**src/rtl/hsgn_inject.sv**
```systemverilog
module hsgn_inject #(
  parameter int FLEN = 64,
  parameter int HALF = 16
) (
  input  logic            clk,
  input  logic            rst_n,
  input  logic            in_valid,
  input  logic [FLEN-1:0] op_a,
  input  logic [FLEN-1:0] op_b,
  input  logic            same_reg,
  input  logic [1:0]      op_sel,
  input  logic            int_mode,
  output logic            out_valid,
  output logic [FLEN-1:0] result
);
  localparam int SB = HALF - 1;
  localparam int HI = FLEN - HALF;
  localparam logic [FLEN-1:0] CANON = {{HI{1'b1}}, 16'h7E00};

  logic [FLEN-1:0] ca, cb, pre, fin, nxt;
  logic [HI-1:0]   upper;
  logic            sgn;

  assign ca = (int_mode || &op_a[FLEN-1:HALF]) ? op_a : CANON;
  assign cb = (int_mode || &op_b[FLEN-1:HALF]) ? op_b : CANON;

  always_comb begin
    upper = ca[FLEN-1:HALF];
    sgn   = ca[SB];
    if (same_reg) begin
      case (op_sel)
        2'b01:   sgn = ~ca[SB];
        2'b10:   sgn = 1'b0;
        default: sgn = ca[SB];
      endcase
    end else begin
      case (op_sel)
        2'b00: begin
          upper = cb[FLEN-1:HALF];
          sgn   = cb[SB];
        end
        2'b01:   sgn = ~cb[SB];
        2'b10:   sgn = ca[SB] ^ cb[SB];
        default: sgn = ca[SB];
      endcase
    end
  end

  assign pre = {upper, sgn, ca[SB-1:0]};
  assign fin = int_mode ? {{HI{pre[SB]}}, pre[HALF-1:0]} : pre;
  assign nxt = (op_sel == 2'b11) ? op_a : fin;

  always_ff @(posedge clk) begin
    if (!rst_n) begin
      out_valid <= 1'b0;
      result    <= '0;
    end else begin
      out_valid <= in_valid && (op_sel != 2'b11);
      if (in_valid) result <= nxt;
    end
  end

  // valid follows only legal requests
  a_r9_valid_follows: assert property (@(posedge clk) disable iff (!rst_n)
    out_valid |-> ($past(in_valid) && $past(op_sel) != 2'b11));
  a_r8_illegal_passthru: assert property (@(posedge clk) disable iff (!rst_n)
    (in_valid && op_sel == 2'b11) |=> (!out_valid && result == $past(op_a)));
  a_r9_hold: assert property (@(posedge clk) disable iff (!rst_n)
    !in_valid |=> $stable(result));
  a_r7_sign_ext: assert property (@(posedge clk) disable iff (!rst_n)
    (out_valid && $past(int_mode)) |-> (result[FLEN-1:HALF] == {HI{result[SB]}}));
  a_r6_boxed_upper: assert property (@(posedge clk) disable iff (!rst_n)
    (out_valid && !$past(int_mode)) |-> (&result[FLEN-1:HALF]));
  a_r1_magnitude: assert property (@(posedge clk) disable iff (!rst_n)
    out_valid |-> (result[SB-1:0] ==
      (($past(int_mode) || &$past(op_a[FLEN-1:HALF])) ? $past(op_a[SB-1:0]) : CANON[SB-1:0])));
endmodule

```
**config.mk**
```make
export PLATFORM = sky130hd
export DESIGN_NAME = hsgn_inject
export DESIGN_NICKNAME = d
export VERILOG_FILES = /design/src/rtl/hsgn_inject.sv
export SDC_FILE = /design/constraint.sdc
export NUM_CORES = 1
export LEC_CHECK = 0
export BUFFER_PORTS_ARGS = -buffer_cell sky130_fd_sc_hd__buf_2
export CAP_MARGIN = 20
export CELL_PAD_IN_SITES_DETAIL_PLACEMENT = 1
export CELL_PAD_IN_SITES_GLOBAL_PLACEMENT = 2
export CORE_MARGIN = 2
export CORE_UTILIZATION = 24
export DETAILED_ROUTE_END_ITERATION = 6
export GPL_ROUTABILITY_DRIVEN = 0
export PLACE_DENSITY_LB_ADDON = 0.15
export SYNTH_ARGS = -nofsm -noshare
export SYNTH_HDL_FRONTEND = slang
export SYNTH_SLANG_ARGS = --single-unit
export TNS_END_PERCENT = 5
```
**constraint.sdc**
```tcl
create_clock -name clk -period 6.75 [get_ports clk]
set_input_delay 1.35 -clock clk [delete_from_list [all_inputs] [get_ports clk]]
set_output_delay 1.35 -clock clk [all_outputs]
set_load 0.02 [all_outputs]
```
**Word-level counts from Yosys, hierarchy flattened**

Cells that the tools add are included.

- Bits in registers: 65
- Input port bits: 135
- Word-level logic and storage cells: 24

- Equality and inequality tests: 4
- Muxes and demuxes: 9
- Bitwise operators: 3
- Reduce and logical (&&, ||, !) cells: 6

Operators by type and width:

| kind | number |
|---|---|
| two-way mux 64 bit | 4 |
| two-way mux 48 bit | 2 |
| AND reduction 48 bit | 2 |
| equality test 2 bit (second input constant) | 2 |
| case mux 1 bit (3 select lines) | 1 |
| equality test 2 x 1 -> 1 bit (second input constant) | 1 |
| logical NOT 2 bit | 1 |
| logical OR 1 bit | 2 |
| inequality test 2 bit (second input constant) | 1 |
| NOT 1 bit | 2 |
| case mux 1 bit (2 select lines) | 1 |
| logical AND 1 bit | 1 |
| two-way mux 1 bit | 1 |
| bitwise XOR 1 bit | 1 |

**Logic depth before layout (Yosys ltp)**

- Depth after elaboration: 8
- Mapped depth: 10

**Least setup slack after synthesis**

Ideal clock, no wire load.

- Path kind: in2reg
- Start: in op_b[19]
- End: reg result[21]
- Setup time: 114 ps
- Arrival: 2935 ps
- Required time: 6636 ps
- Path slack: 3700 ps
- Cell stages on the path: 9
- Path buffers: 2
- Cell sequence: nand4_1 > nor4_2 > a41oi_1 > nor4b_2 > o41ai_2 > o31ai_2 > buf_6 > buf_12 > o21ai_2

- Word-level cells in the longest chain between the ends: 8
- Elaborated cells between the ends (all ways): 11
- Classes of those cells: mux: 7; bitwise: 2; reduce/logical: 2

Ends and longest elaborated chain:

| element | RTL line | RTL |
|---|---|---|
| start: declaration | 9 | `input logic [FLEN-1:0] op_b,` |
| AND reduction 48 bit (*) | 25 | `assign cb = (int_mode \|\| &op_b[FLEN-1:HALF]) ? op_b : CANON;` |
| logical OR 1 bit (*) | 25 |  |
| two-way mux 64 bit (*) | 25 |  |
| bitwise XOR 1 bit or NOT 1 bit (tied branches) | 43, 42 |  |
| case mux 1 bit (3 select lines) | 37 | `case (op_sel)` |
| two-way mux 1 bit | 30 | `if (same_reg) begin` |
| two-way mux 64 bit (*) | 50 | `assign fin = int_mode ? {{HI{pre[SB]}}, pre[HALF-1:0]} : pre;` |
| two-way mux 64 bit (*) | 51 | `assign nxt = (op_sel == 2'b11) ? op_a : fin;` |
| end signal: assignment | 59 | `if (in_valid) result <= nxt;` |
| end: declaration | 14 | `output logic [FLEN-1:0] result` |

Mark *: on every way between the ends. The rest lies on a longest branch, timed or not.
A chain may end at the register's enable or synchronous reset.

**Worst setup path after layout**

- Start: in op_sel[0]
- End: reg result[18]

- Word-level cells in the longest chain between the ends: 5
- Elaborated cells between the ends (all ways): 11
- Classes of those cells: eq/ne: 3; mux: 7; reduce/logical: 1

Ends and longest elaborated chain:

| element | RTL line | RTL |
|---|---|---|
| start: declaration | 11 | `input logic [1:0] op_sel,` |
| equality test 2 bit, or another cell as far along | 31, 37 |  |
| case mux 1 bit (3 select lines), or another cell as far along | 37 |  |
| two-way mux 1 bit or two-way mux 48 bit (tied branches) | 30 |  |
| two-way mux 64 bit | 50 |  |
| two-way mux 64 bit (*) | 51 |  |

Marked as above.

==> results.yml <==
sta:
  rsz0062_at_grt: "no"
  hold_viol: 0
  clock.fmax_mhz: 249
  setup-tns-final_ns: 0
  hold_slack_ns: 0.442
  finClkSkew_ns: 0
  report.final.slew_viol_count: 0
  slew_headroom_pct: 32.1
  finalCritPeriodShare_pct: 59.5
  fin_crit_ns: 4.02
  finalSetupViolCount: 0
  tightest_slew_ns: 1.02
worst_setup_path:
  rr_worst_depth: 3
  required_ns: 6.95
  r2r_start: "result[5]"
  worst_path_max_delay_cell: "o31ai_4"
  worst_setup_path_end_kind: "flop"
  crit_chain: "buf_2 -> ha_2 -> or3_1 -> a31oi_1 -> o41ai_2 -> o31ai_4 -> buf_4 -> o21ai_0"
  rrSetupSlack_ns: 6.03
  slowest_delay_ns: 0.82
  path_class: "primary input to flop"
  critPathMaxFanout: 55
  arrival_ns: 4.22
  reg2reg_to: "result[5]"
  start_kind: "primary input"
hold_path:
  hold_path_depth: 2
  hold_class: "flop to flop"
  holdPathEnd: "result[54]"
  hp-start: "result[54]"
clocking:
  clkTransAtPathRegs_ns: 0.06
  clock_latency_ns: 0.33
  cts_resized: 0
  postCtsHoldBufs: 0
  cts_buffers: 9
  cts_tree: "yes"
  clock-sinks: 65
  clockRootBuffer: "clkbuf_16"
  post_cts_buffers: 0
  h-tree-depth: 3
  cts_buffer_depth: 2
power:
  clock_power_share_pct: 45.0
  max-vdd-ir-drop_v: 0.0000769
  p_seq_share_pct: 38.6
  p_sw_share_pct: 26.4
  total_power_mw: 1.11
  internal_power_mw: 0.817
  cellPowerDensity_nw_per_um2: 256
  pwr-share-comb_pct: 16.4
  power.switching_mw: 0.293
  p_leak_nw: 2.04
floorplan:
  die_area_um2: 13300
  initial_core_util_pct: 24.7
  die_w_um: 115
  core_um2: 12100
  num_rows: 40
  die_h_um: 115
  io_pins: 200
logic_synthesis:
  synthFlopType: "dfxtp_1"
  syn_area_um2: 2980
  seq_area_frac_synth_pct: 43.6
  ys_seq_elements: 65
  postSynthAreaPerCell_um2: 9.04
  synth-edff-count: 0
  yosysWarnings: 0
  synthArstFlopShare_pct: 0
  syn_inst: 330
  syn_nets: 469
  yosysUniqueCellTypes: 36
cells_and_area:
  multi_input_area_um2: 1550
  layout.nets: 646
  seq_area_um2: 1300
  fin_cells: 681
  design_area_um2: 4340
  fillers: 1460
  layout-drive-gt1-share_pct: 47.3
  synthToLayoutAreaGrowth_pct: 45.4
drt:
  dr.pass1.iters: 4
  drtAntennaViolNets: 0
  vias: 3009
  drt_iter0_markers: 113
  routed_via_density: 4.42
  drt-wirelength-per-cell_um: 14.2
  drc_errors: 0
  routed_wl_um: 9650
grt:
  grt_pass1_wl_um: 15300
  track_usage_pct: 14.9
  grt.overflow.total: 0
  grt_max_degree: 56
  grt_pass1_vias: 3128
  antenna_found_initial: 0
place:
  dp_hpwl_um: 7240
  post-place-cells: 664
  port_buffers: 184
  dpl_cell_area_um2: 4010
run_status:
  outcome: "complete, no violations"
flow_run:
  cap_violations: 0
synth_stat cells, types with 3 or more instances:
cell type | number | area share, %
and2_1 | 4 | 0.84
and2b_1 | 18 | 4.5
dfxtp_1 | 65 | 44
ha_1 | 4 | 1.7
nand2_1 | 54 | 6.8
inv_1 | 3 | 0.38
nor4_2 | 5 | 2.1
nor2b_1 | 50 | 10
clkbuf_1 | 11 | 1.4
o221a_2 | 6 | 2.3
o21ai_2 | 20 | 5.9
o21ai_0 | 30 | 5.0
a21oi_1 | 9 | 1.5
nand4_1 | 23 | 4.8
per-layer routing:
metal / GRT usage, % / vias up / share of wire [%]
met3: 4.81 / 13 / 8.6
met2: 24.2 / 133 / 47
met5: 0 / - / 0
met1: 18.1 / 1362 / 43
met4: 6.43 / 0 / 1.7
li1: - / 1501 / -
flip-flops by register name, summed over array words and instances, names as in the netlist:
| name | count |
|---|---|
| result | 64 |
| out_valid | 1 |
layout by cell type (no fill, tap or decap), drive strengths merged:
| cell | n |
|---|---|
| o31ai | 1 |
| nand2b | 2 |
| nor2 | 1 |
| a311o | 1 |
| nor4b | 1 |
| inv | 3 |
| clkinv | 1 |
| a41o | 2 |
| ha | 4 |
| a31oi | 1 |
| nand4 | 23 |
| and2 | 4 |
| clkinvlp | 1 |
| a41oi | 1 |
| nor4 | 6 |
| and2b | 19 |
| bufinv | 1 |
| clkbuf | 13 |
| diode | 1 |
| mux2 | 1 |
| dfxtp | 65 |
| nand3 | 2 |
| o41ai | 1 |
| buf | 186 |
| nor2b | 50 |
| o221a | 6 |
| or3 | 1 |
| nor3 | 2 |
| o21ai | 50 |
| nand2 | 54 |
| a21oi | 9 |
how the worst max path moves through the flow:
stage | end | depth (start not counted) | slack, ns | from
floorplan | result[21] | 9 | 3.70 | op_b[19]
global placement | result[18] | 8 | 2.31 | op_sel[0]
detailed placement | result[18] | 8 | 2.28 | op_sel[0]
CTS | result[18] | 8 | 2.64 | op_sel[0]
global route | result[19] | 9 | 2.41 | op_a[26]
finish | result[18] | 8 | 2.73 | op_sel[0]
kinds of logic (layout without fill, tap and decap cells):
| kind of cell | Yosys count | count (layout) | share of synthesized area [%] |
|---|---|---|---|
| AND/OR/NAND/NOR | 165 | 165 | 32.0 |
| AO/OA/AOI/OAI | 72 | 72 | 17.2 |
| flip-flops | 65 | 65 | 43.6 |
| buffers and inverters | 23 | 205 | 5.08 |
| adder cells (fa/ha/maj) | 4 | 4 | 1.68 |
| multiplexers | 1 | 1 | 0.377 |
| other | 0 | 1 | 0 |
power groups by stage:
stage / combinational, mW / clock [mW] / sequential, mW
CTS: 0.186 / 0.518 / 0.429
finish: 0.182 / 0.500 / 0.428
detailed placement: 0.186 / 0 / 0.437
global placement: 0.184 / 0 / 0.436
global route: 0.201 / 0.535 / 0.432
floorplan: 0.0653 / 0 / 0.474
final cells by class:
cell class,instances,share of cell area [%]
flip-flops and latches,65,30.0
clock buffers,13,6.46
multi-input cells,242,35.7
clock inverters,3,1.07
inverters,3,0.260
diodes,1,0.0577
repair buffers,186,21.6
well taps,168,4.85
through the flow:
stage	setup WS [ns]	util [%]
6_report	2.73	36.0
5_1_grt	2.41	35.9
4_1_cts	2.64	35.9
3_5_place_dp	2.28	33.2
3_3_place_gp	2.31	33.2
2_1_floorplan	3.70	-
worst max-delay path: cells and delay by family:
family          cells  cell delay, ns
compound gates      4            1.30
buf+inv             2            0.62
fa+ha+maj           1            0.48
simple gates        1            0.46
Note: power is estimated with default switching activity, not from simulation.
